**src/rtl/nand_cycle_seq.sv**
```systemverilog
module nand_cycle_seq #(
  parameter int DATA_W  = 8,
  parameter int HOST_W  = 32,
  parameter int FIELD_W = 4
) (
  input  logic                 clk,
  input  logic                 rst_n,
  input  logic [8*FIELD_W-1:0] timing_i,
  input  logic                 force_ce_i,
  input  logic                 req_valid_i,
  output logic                 req_ready_o,
  input  logic                 req_write_i,
  input  logic [1:0]           req_target_i,
  input  logic [DATA_W-1:0]    req_wdata_i,
  output logic                 rsp_valid_o,
  output logic [HOST_W-1:0]    rsp_rdata_o,
  output logic                 nand_cle_o,
  output logic                 nand_ale_o,
  output logic                 nand_we_n_o,
  output logic                 nand_re_n_o,
  output logic                 nand_ce_n_o,
  output logic [DATA_W-1:0]    nand_dq_o,
  output logic                 nand_dq_oe_o,
  input  logic [DATA_W-1:0]    nand_dq_i,
  input  logic                 nand_rb_i,
  output logic                 nand_dev_ready_o
);

  localparam int CNT_W  = FIELD_W + 1;
  localparam int HALF_W = 4 * FIELD_W;

  typedef enum logic [2:0] {ST_IDLE, ST_SETUP, ST_STROBE, ST_HOLD, ST_WAIT} state_t;

  state_t             state;
  logic [CNT_W-1:0]   cnt;
  logic               is_wr, lat_cle, lat_ale;
  logic [DATA_W-1:0]  wbyte;
  logic [FIELD_W-1:0] f_width, f_hold, f_wait;

  logic [HALF_W-1:0]  sel;
  logic               tgt_cle, tgt_ale, active;

  assign sel     = req_write_i ? timing_i[HALF_W +: HALF_W] : timing_i[0 +: HALF_W];
  assign tgt_cle = (req_target_i == 2'd0);
  assign tgt_ale = (req_target_i == 2'd1);
  assign active  = (state == ST_SETUP) || (state == ST_STROBE) || (state == ST_HOLD);

  always_ff @(posedge clk or negedge rst_n) begin
    if (!rst_n) begin
      state       <= ST_IDLE;
      cnt         <= '0;
      is_wr       <= 1'b0;
      lat_cle     <= 1'b0;
      lat_ale     <= 1'b0;
      wbyte       <= '0;
      f_width     <= '0;
      f_hold      <= '0;
      f_wait      <= '0;
      rsp_valid_o <= 1'b0;
      rsp_rdata_o <= '0;
    end else begin
      rsp_valid_o <= 1'b0;
      case (state)
        ST_IDLE: if (req_valid_i) begin
          if (!req_write_i && (tgt_cle || tgt_ale)) begin
            rsp_valid_o <= 1'b1;
            rsp_rdata_o <= '0;
          end else begin
            state   <= ST_SETUP;
            cnt     <= CNT_W'(sel[0 +: FIELD_W]);
            f_hold  <= sel[FIELD_W +: FIELD_W];
            f_width <= sel[2*FIELD_W +: FIELD_W];
            f_wait  <= sel[3*FIELD_W +: FIELD_W];
            is_wr   <= req_write_i;
            lat_cle <= tgt_cle;
            lat_ale <= tgt_ale;
            wbyte   <= req_wdata_i;
          end
        end
        ST_SETUP: begin
          if (cnt == '0) begin
            state <= ST_STROBE;
            cnt   <= CNT_W'(f_width);
          end else cnt <= cnt - 1'b1;
        end
        ST_STROBE: begin
          if (cnt == '0) begin
            state <= ST_HOLD;
            cnt   <= CNT_W'(f_hold);
            if (!is_wr) begin
              rsp_valid_o <= 1'b1;
              rsp_rdata_o <= HOST_W'(nand_dq_i);
            end
          end else cnt <= cnt - 1'b1;
        end
        ST_HOLD: begin
          if (cnt == '0) begin
            if (is_wr && (lat_cle || lat_ale) && (f_wait != '0)) begin
              state <= ST_WAIT;
              cnt   <= {f_wait, 1'b0} - CNT_W'(1);
            end else state <= ST_IDLE;
          end else cnt <= cnt - 1'b1;
        end
        ST_WAIT: begin
          if (cnt == '0) state <= ST_IDLE;
          else cnt <= cnt - 1'b1;
        end
        default: state <= ST_IDLE;
      endcase
    end
  end

  assign req_ready_o      = (state == ST_IDLE);
  assign nand_cle_o       = active && lat_cle;
  assign nand_ale_o       = active && lat_ale;
  assign nand_we_n_o      = !((state == ST_STROBE) && is_wr);
  assign nand_re_n_o      = !((state == ST_STROBE) && !is_wr);
  assign nand_ce_n_o      = !(force_ce_i || active);
  assign nand_dq_oe_o     = active && is_wr;
  assign nand_dq_o        = nand_dq_oe_o ? wbyte : '0;
  assign nand_dev_ready_o = nand_rb_i && (state != ST_WAIT);

endmodule

```
**config.mk**
```make
export PLATFORM = sky130hd
export DESIGN_NAME = nand_cycle_seq
export DESIGN_NICKNAME = d
export VERILOG_FILES = /design/src/rtl/nand_cycle_seq.sv
export SDC_FILE = /design/constraint.sdc
export NUM_CORES = 1
export LEC_CHECK = 0
export ABC_AREA = 1
export BUFFER_PORTS_ARGS = -buffer_cell sky130_fd_sc_hd__buf_2
export CORE_MARGIN = 3
export CORE_UTILIZATION = 40
export CTS_CLUSTER_DIAMETER = 30
export CTS_CLUSTER_SIZE = 40
export DETAILED_ROUTE_END_ITERATION = 7
export GPL_TIMING_DRIVEN = 0
export PLACE_DENSITY = 0.77
export REMOVE_ABC_BUFFERS = 1
export SLEW_MARGIN = 20
export SYNTH_ARGS = -nofsm -noshare
export SYNTH_HDL_FRONTEND = slang
export SYNTH_SLANG_ARGS = --single-unit
```
**constraint.sdc**
```tcl
create_clock -name clk -period 3.2 [get_ports clk]
set_clock_uncertainty 0.15 [all_clocks]
set_input_delay 0.64 -clock clk [delete_from_list [all_inputs] [get_ports clk]]
set_output_delay 0.64 -clock clk [all_outputs]
set_load 0.02 [all_outputs]
```
After elaboration in Yosys (flattened, before gate mapping)
Index checks and enable logic that the tools add are counted.
Widths: inputs -> output; s select.

operators by class
  add/sub/neg operators = 2
  eq/ne operators = 16
  mux-type cells = 28
  bitwise gates (word level) = 1
  reductions and logical operators = 29

operator list
  kind                 count
  $mux 32              4
  $pmux 32 s2          1
  $mux 5               7
  $pmux 5 s5           1
  $mux 3               7
  $mux 16              1
  $pmux 3 s5           1
  $ne 2x2->1 const B   5
  $reduce_and 5->1     2
  $sub 5x1->5 const B  2
  $logic_and 1x1->1    9
  $mux 8               1
  $ne 2x1->1 const B   4
  $eq 3x2->1 const B   2
  $reduce_and 6->1     1
  $logic_not 1->1      5
  $logic_not 5->1      1
  $logic_or 1x1->1     5
  $reduce_bool 5->1    1
  $mux 1               4
  $reduce_bool 4->1    1
  $eq 3x1->1 const B   1
  $eq 3x3->1 const B   1
  $logic_not 3->1      1
  other kinds (8)      8

storage, ports and cells
  flip-flop bits (word level) = 64
  input port bits = 56
  output and inout port bits = 49
  word-level logic and storage cells = 87

Longest topological paths before layout
  depth after elaboration = 6
  mapped depth = 11

Worst setup path after synthesis
Ideal clock, no wire load.

  path type = flip-flop to output port
  start = reg state[1]
  end = out nand_dq_o[0]
  arrival = 1.563 ns
  slack = 0.847 ns
  stages on the path, launching flop included = 8
  buffers on the path = 1
  cells stage by stage = dfrtp_1 > buf_6 > nor2_1 > nor2_1 > inv_1 > nor2_1 > inv_1 > nor2_1

on the way
  word-level cells in the longest chain between the ends = 5
  elaborated cells between the ends (all ways) = 7

RTL lines
  element                                          RTL line  RTL
  from (decl)                                      34        state_t state;
  from (signal assigned)                           50        state <= ST_IDLE;
  from (signal assigned)                           69        state <= ST_SETUP;
  from (signal assigned)                           82        state <= ST_STROBE;
  $eq 3x1->1 / $eq 3x2->1 (equally long branches)  46        assign active = (state == ST_SETUP) || (state == ST_STROBE) || (state == ST_HOLD);
  $logic_or 1x1->1                                 46
  $logic_or 1x1->1 *                               46
  $logic_and 1x1->1 *                              119       assign nand_dq_oe_o = active && is_wr;
  named net nand_dq_oe_o                           23        output logic nand_dq_oe_o,
  $mux 8 *                                         120       assign nand_dq_o = nand_dq_oe_o ? wbyte : '0;
  to (decl)                                        22        output logic [DATA_W-1:0] nand_dq_o,

Mark *: on every way through the listed nets, which the timed path passes. The rest lies on a longest branch.

Worst setup path after layout
  start = reg state[1]
  end = out nand_dq_o[0]

on the way
  word-level cells in the longest chain between the ends = 5
  elaborated cells between the ends (all ways) = 7

RTL lines
  element                                          RTL line
  $eq 3x1->1 / $eq 3x2->1 (equally long branches)  46
  $logic_or 1x1->1                                 46
  $logic_or 1x1->1 *                               46
  $logic_and 1x1->1 *                              119
  $mux 8 *                                         120

Every way passes the cells marked *; elsewhere a longest branch is shown, timed or not.

==> implementation parameters <==
Parameter                              Value

Status
  Status    finished, final reports clean

Critical path
  Data arrival time at the worst-slack endpoint    1.90 ns
  Biggest fanout along the worst timing path    10
  CP max stage delay    0.55 ns
  Required time at the worst-slack endpoint    2.41 ns
  Worst reg-to-reg path cell count    8
  Chain of cells forming the critical path    nor2_1 -> nor2_1 -> inv_1 -> nor2_1 -> inv_1 -> nor2_1 -> buf_2
  Buf+Inv Stages, Crit Path    3
  Critical path's top delay family    simple AND/OR/NAND/NOR gates
  Cell seen most often among critical-path stages    sky130_fd_sc_hd__nor2_1
  Worst flop-to-flop path endpoint    rsp_rdata_o[5]
  Critical R2R Launch    cnt[0]
  Library cell contributing the largest single delay on the critical path    sky130_fd_sc_hd__dfrtp_1
  Crit. End Element    output pin
  Critical path launch point type    flip-flop
  Category of the most critical setup path    reg -> out
  Reg2reg setup slack    1.29 ns

Detailed routing
  Routed length on met2    2870 um
  Routed wire length    5770 um
  Length of routed met3 wiring    347 um
  First-iteration detailed-routing DRC count    81
  Remaining number of nets flagged by the antenna check after routing    0
  DR top layer    met4
  Vias    2321
  Routed length on met1    2470 um
  DRC violation count after routing    0
  TritonRoute pass-1 iters    4
  Vias per inst    4.61
  Average wire length per cell after detail routing    11.5 um

Clocking
  Skew-Pair Late Insertion Delay    0.29 ns
  H-tree depth reported by CTS    2
  Count of buffers added by post-CTS timing repair for setup    0
  Clock tree sinks    40
  Clock transition at the register clock pins on the worst setup and hold paths after CTS    0.07 ns
  Bufs on Longest Clock Path    2
  Clock tree from TritonCTS    built
  Number of CTS-inserted buffers    5
  Resized cells post-CTS    0
  Root buf cell    sky130_fd_sc_hd__clkbuf_8
  Number of buffers inserted for hold repair after clock tree synthesis    0

Cells and area
  Area growth from synthesis to layout    14.4%
  Most common cell after layout, fill and taps aside    sky130_fd_sc_hd__nand2_1
  Antenna diode count    0
  Nets    487
  Layout cells sized above 1    26.5%
  Number of fillers in the final layout    681
  Commonest cells after routing, fill and taps aside    sky130_fd_sc_hd__nand2_1 (99), sky130_fd_sc_hd__buf_2 (80), sky130_fd_sc_hd__nor2_1 (43)
  Area taken by flip-flops and latches    1000 um2
  Multi-input logic area    1290 um2

Yosys
  Fraction of the yosys area taken by sequential cells    37.8%
  Top cell type by total area after synthesis    sky130_fd_sc_hd__dfrtp_1
  Average instance area after synthesis    7.52 um2
  Async set or reset register ratio after synthesis    100%
  Main combinational cell family by area after synthesis    simple AND/OR/NAND/NOR gates
  Most instantiated flip-flop cell in the synthesis netlist    sky130_fd_sc_hd__dfrtp_1
  Number of library cell types mapped by synthesis    35
  Mux contribution to synthesized area    0%
  Adder-cell area share of the yosys netlist    1.89%
  Area share of xor/xnor cells in the synthesized design    0.662%
  Mapped Cells    352
  Post-synth top area share    37.8%
  Area fraction in compound gates after synthesis    12.6%
  Netlist area before placement    2650 um2
  Simple-gate share of the synthesized area    30.1%
  Ys Warns    0
  Synth top area cells    sky130_fd_sc_hd__dfrtp_1 (38%), sky130_fd_sc_hd__nand2_1 (14%), sky130_fd_sc_hd__buf_4 (7.1%)
  Post-synthesis register bit count    40
  EDFF count, synth    0

STA
  Smallest hold slack    0.316 ns
  Setup Viol. Count Final    0
  Sum Neg Setup Slack    0 ns
  Setup repair after global routing missed its margin    false
  Crit path time final    2.69 ns
  Final number of hold-violating endpoints    0
  Pins Over Slew Limit    0
  Highest Clock Rate    372 MHz
  Final critical-path share of the clock period    84.0%
  Slew HR    40.3%
  Slew at the pin closest to its max-slew limit    0.895 ns

Pwr
  Switching part of the total    48.2%
  Sequential share of power    33.6%
  Clk network pwr share    12.1%
  Leakage power figure    1.64 nW
  Int Pwr    1.37 mW
  Fraction of power consumed by combinational cells    54.3%
  Total power density per cell area    870 nW/um2
  IR Drop Worst-Case VDD    281 uV
  Switching power of the nets    1.27 mW

Global route
  Largest net degree at the start of global routing    43
  Total Routing Usage GR    16.2%
  Via count of the first global-routing pass    2264
  Initial antenna violation count    0
  GRT overflow    0
  First-pass GRT wire length    9790 um

Placed design
  Sum of net half-perimeters after detailed placement    4370 um
  Port buffer count    80
  Final weighted congestion in routability-driven placement    0.893

Floorplan
  Die boundary width    87.4 um
  I/O pin count    105
  Chip height    87.4 um
  Initial cell density of the core    41.5%
  Area of the die    7630 um2
  Core region area    6390 um2
  Std-Cell Rows    29

Job
  Max capacitance violation total    0

Min path
  Class of the worst hold path    in -> async
[flip-flops by register name, summed over array words and instances, names as in the netlist]
name	count
rsp_rdata_o	8
wbyte	8
cnt	5
f_hold	4
f_wait	4
f_width	4
state	3
is_wr	1
lat_ale	1
lat_cle	1
rsp_valid_o	1
[worst max path at each step]
stage                  start           end  slack [ns]  cells past startpoint
detailed placement  state[1]  nand_dq_o[1]        0.80                      7
floorplan           state[1]  nand_dq_o[0]        0.75                      6
global route        state[1]  nand_dq_o[4]        0.29                      7
global placement    state[1]  nand_dq_o[5]        0.85                      7
finish              state[1]  nand_dq_o[0]        0.51                      7
CTS                 state[1]  nand_dq_o[1]        0.47                      7
[cell usage after synthesis (2+ instances only)]
cell / count
sky130_fd_sc_hd__nand2_4: 3
sky130_fd_sc_hd__o21ai_0: 23
sky130_fd_sc_hd__dfrtp_1: 40
sky130_fd_sc_hd__a31oi_1: 2
sky130_fd_sc_hd__buf_4: 25
sky130_fd_sc_hd__nand3b_1: 2
sky130_fd_sc_hd__nand2_2: 3
sky130_fd_sc_hd__buf_6: 7
sky130_fd_sc_hd__xor2_1: 2
sky130_fd_sc_hd__clkbuf_1: 2
sky130_fd_sc_hd__o21ai_1: 2
sky130_fd_sc_hd__a21boi_0: 2
sky130_fd_sc_hd__a31oi_2: 10
sky130_fd_sc_hd__a21oi_1: 2
sky130_fd_sc_hd__nand3_2: 2
sky130_fd_sc_hd__inv_1: 36
sky130_fd_sc_hd__nand2_1: 99
sky130_fd_sc_hd__nor2_1: 43
sky130_fd_sc_hd__nand3_1: 28
sky130_fd_sc_hd__ha_1: 4
[routing by layer]
metal | vias to the layer above | GRT usage [%]
met1 | 1029 | 19.3
met2 | 78 | 28.8
met3 | 4 | 2.74
met4 | 0 | 6.28
li1 | 1210 | -
met5 | - | 0
[cells by family (layout without fill, tap and decap cells)]
family                     after synthesis  count (layout)
and+or+nand+nor                        183             183
buffers and inverters                   76             128
AOI/OAI and AO/OA                       46              46
DFF                                     40              40
adders and majority gates                4               4
xor gates and xnor gates                 2               2
other                                    1              24
[metrics by stage]
step           util (%)  cells  setup WS [ns]  total power, mW  area [um2]
2_1_floorplan         -    340          0.752             1.95        2450
3_3_place_gp       46.2    497          0.851             2.29        2950
3_5_place_dp       46.2    497          0.803             2.34        2950
4_1_cts            47.4    504          0.470             2.67        3030
5_1_grt            47.4    504          0.289             2.93        3030
6_report           47.4    504          0.512             2.64        3030
[power by group through the flow]
stage                     registers (mW)  clock network (mW)  logic [mW]
after floorplan                    0.892                   0        1.06
after global placement             0.884                   0        1.41
after detailed placement           0.894                   0        1.44
after CTS                          0.886               0.335        1.45
after global routing               0.920               0.358        1.65
final                              0.885               0.319        1.43
[area by class of cell]
| cell class | instances | area share [%] |
|---|---|---|
| multi-input cells | 259 | 42.5 |
| repair buffers | 80 | 13.2 |
| inverters | 41 | 5.49 |
| clock buffers | 6 | 2.40 |
| well taps | 77 | 3.18 |
| flip-flops and latches | 40 | 33.0 |
| clock inverters | 1 | 0.165 |
Note: power is estimated with default switching activity, not from simulation.
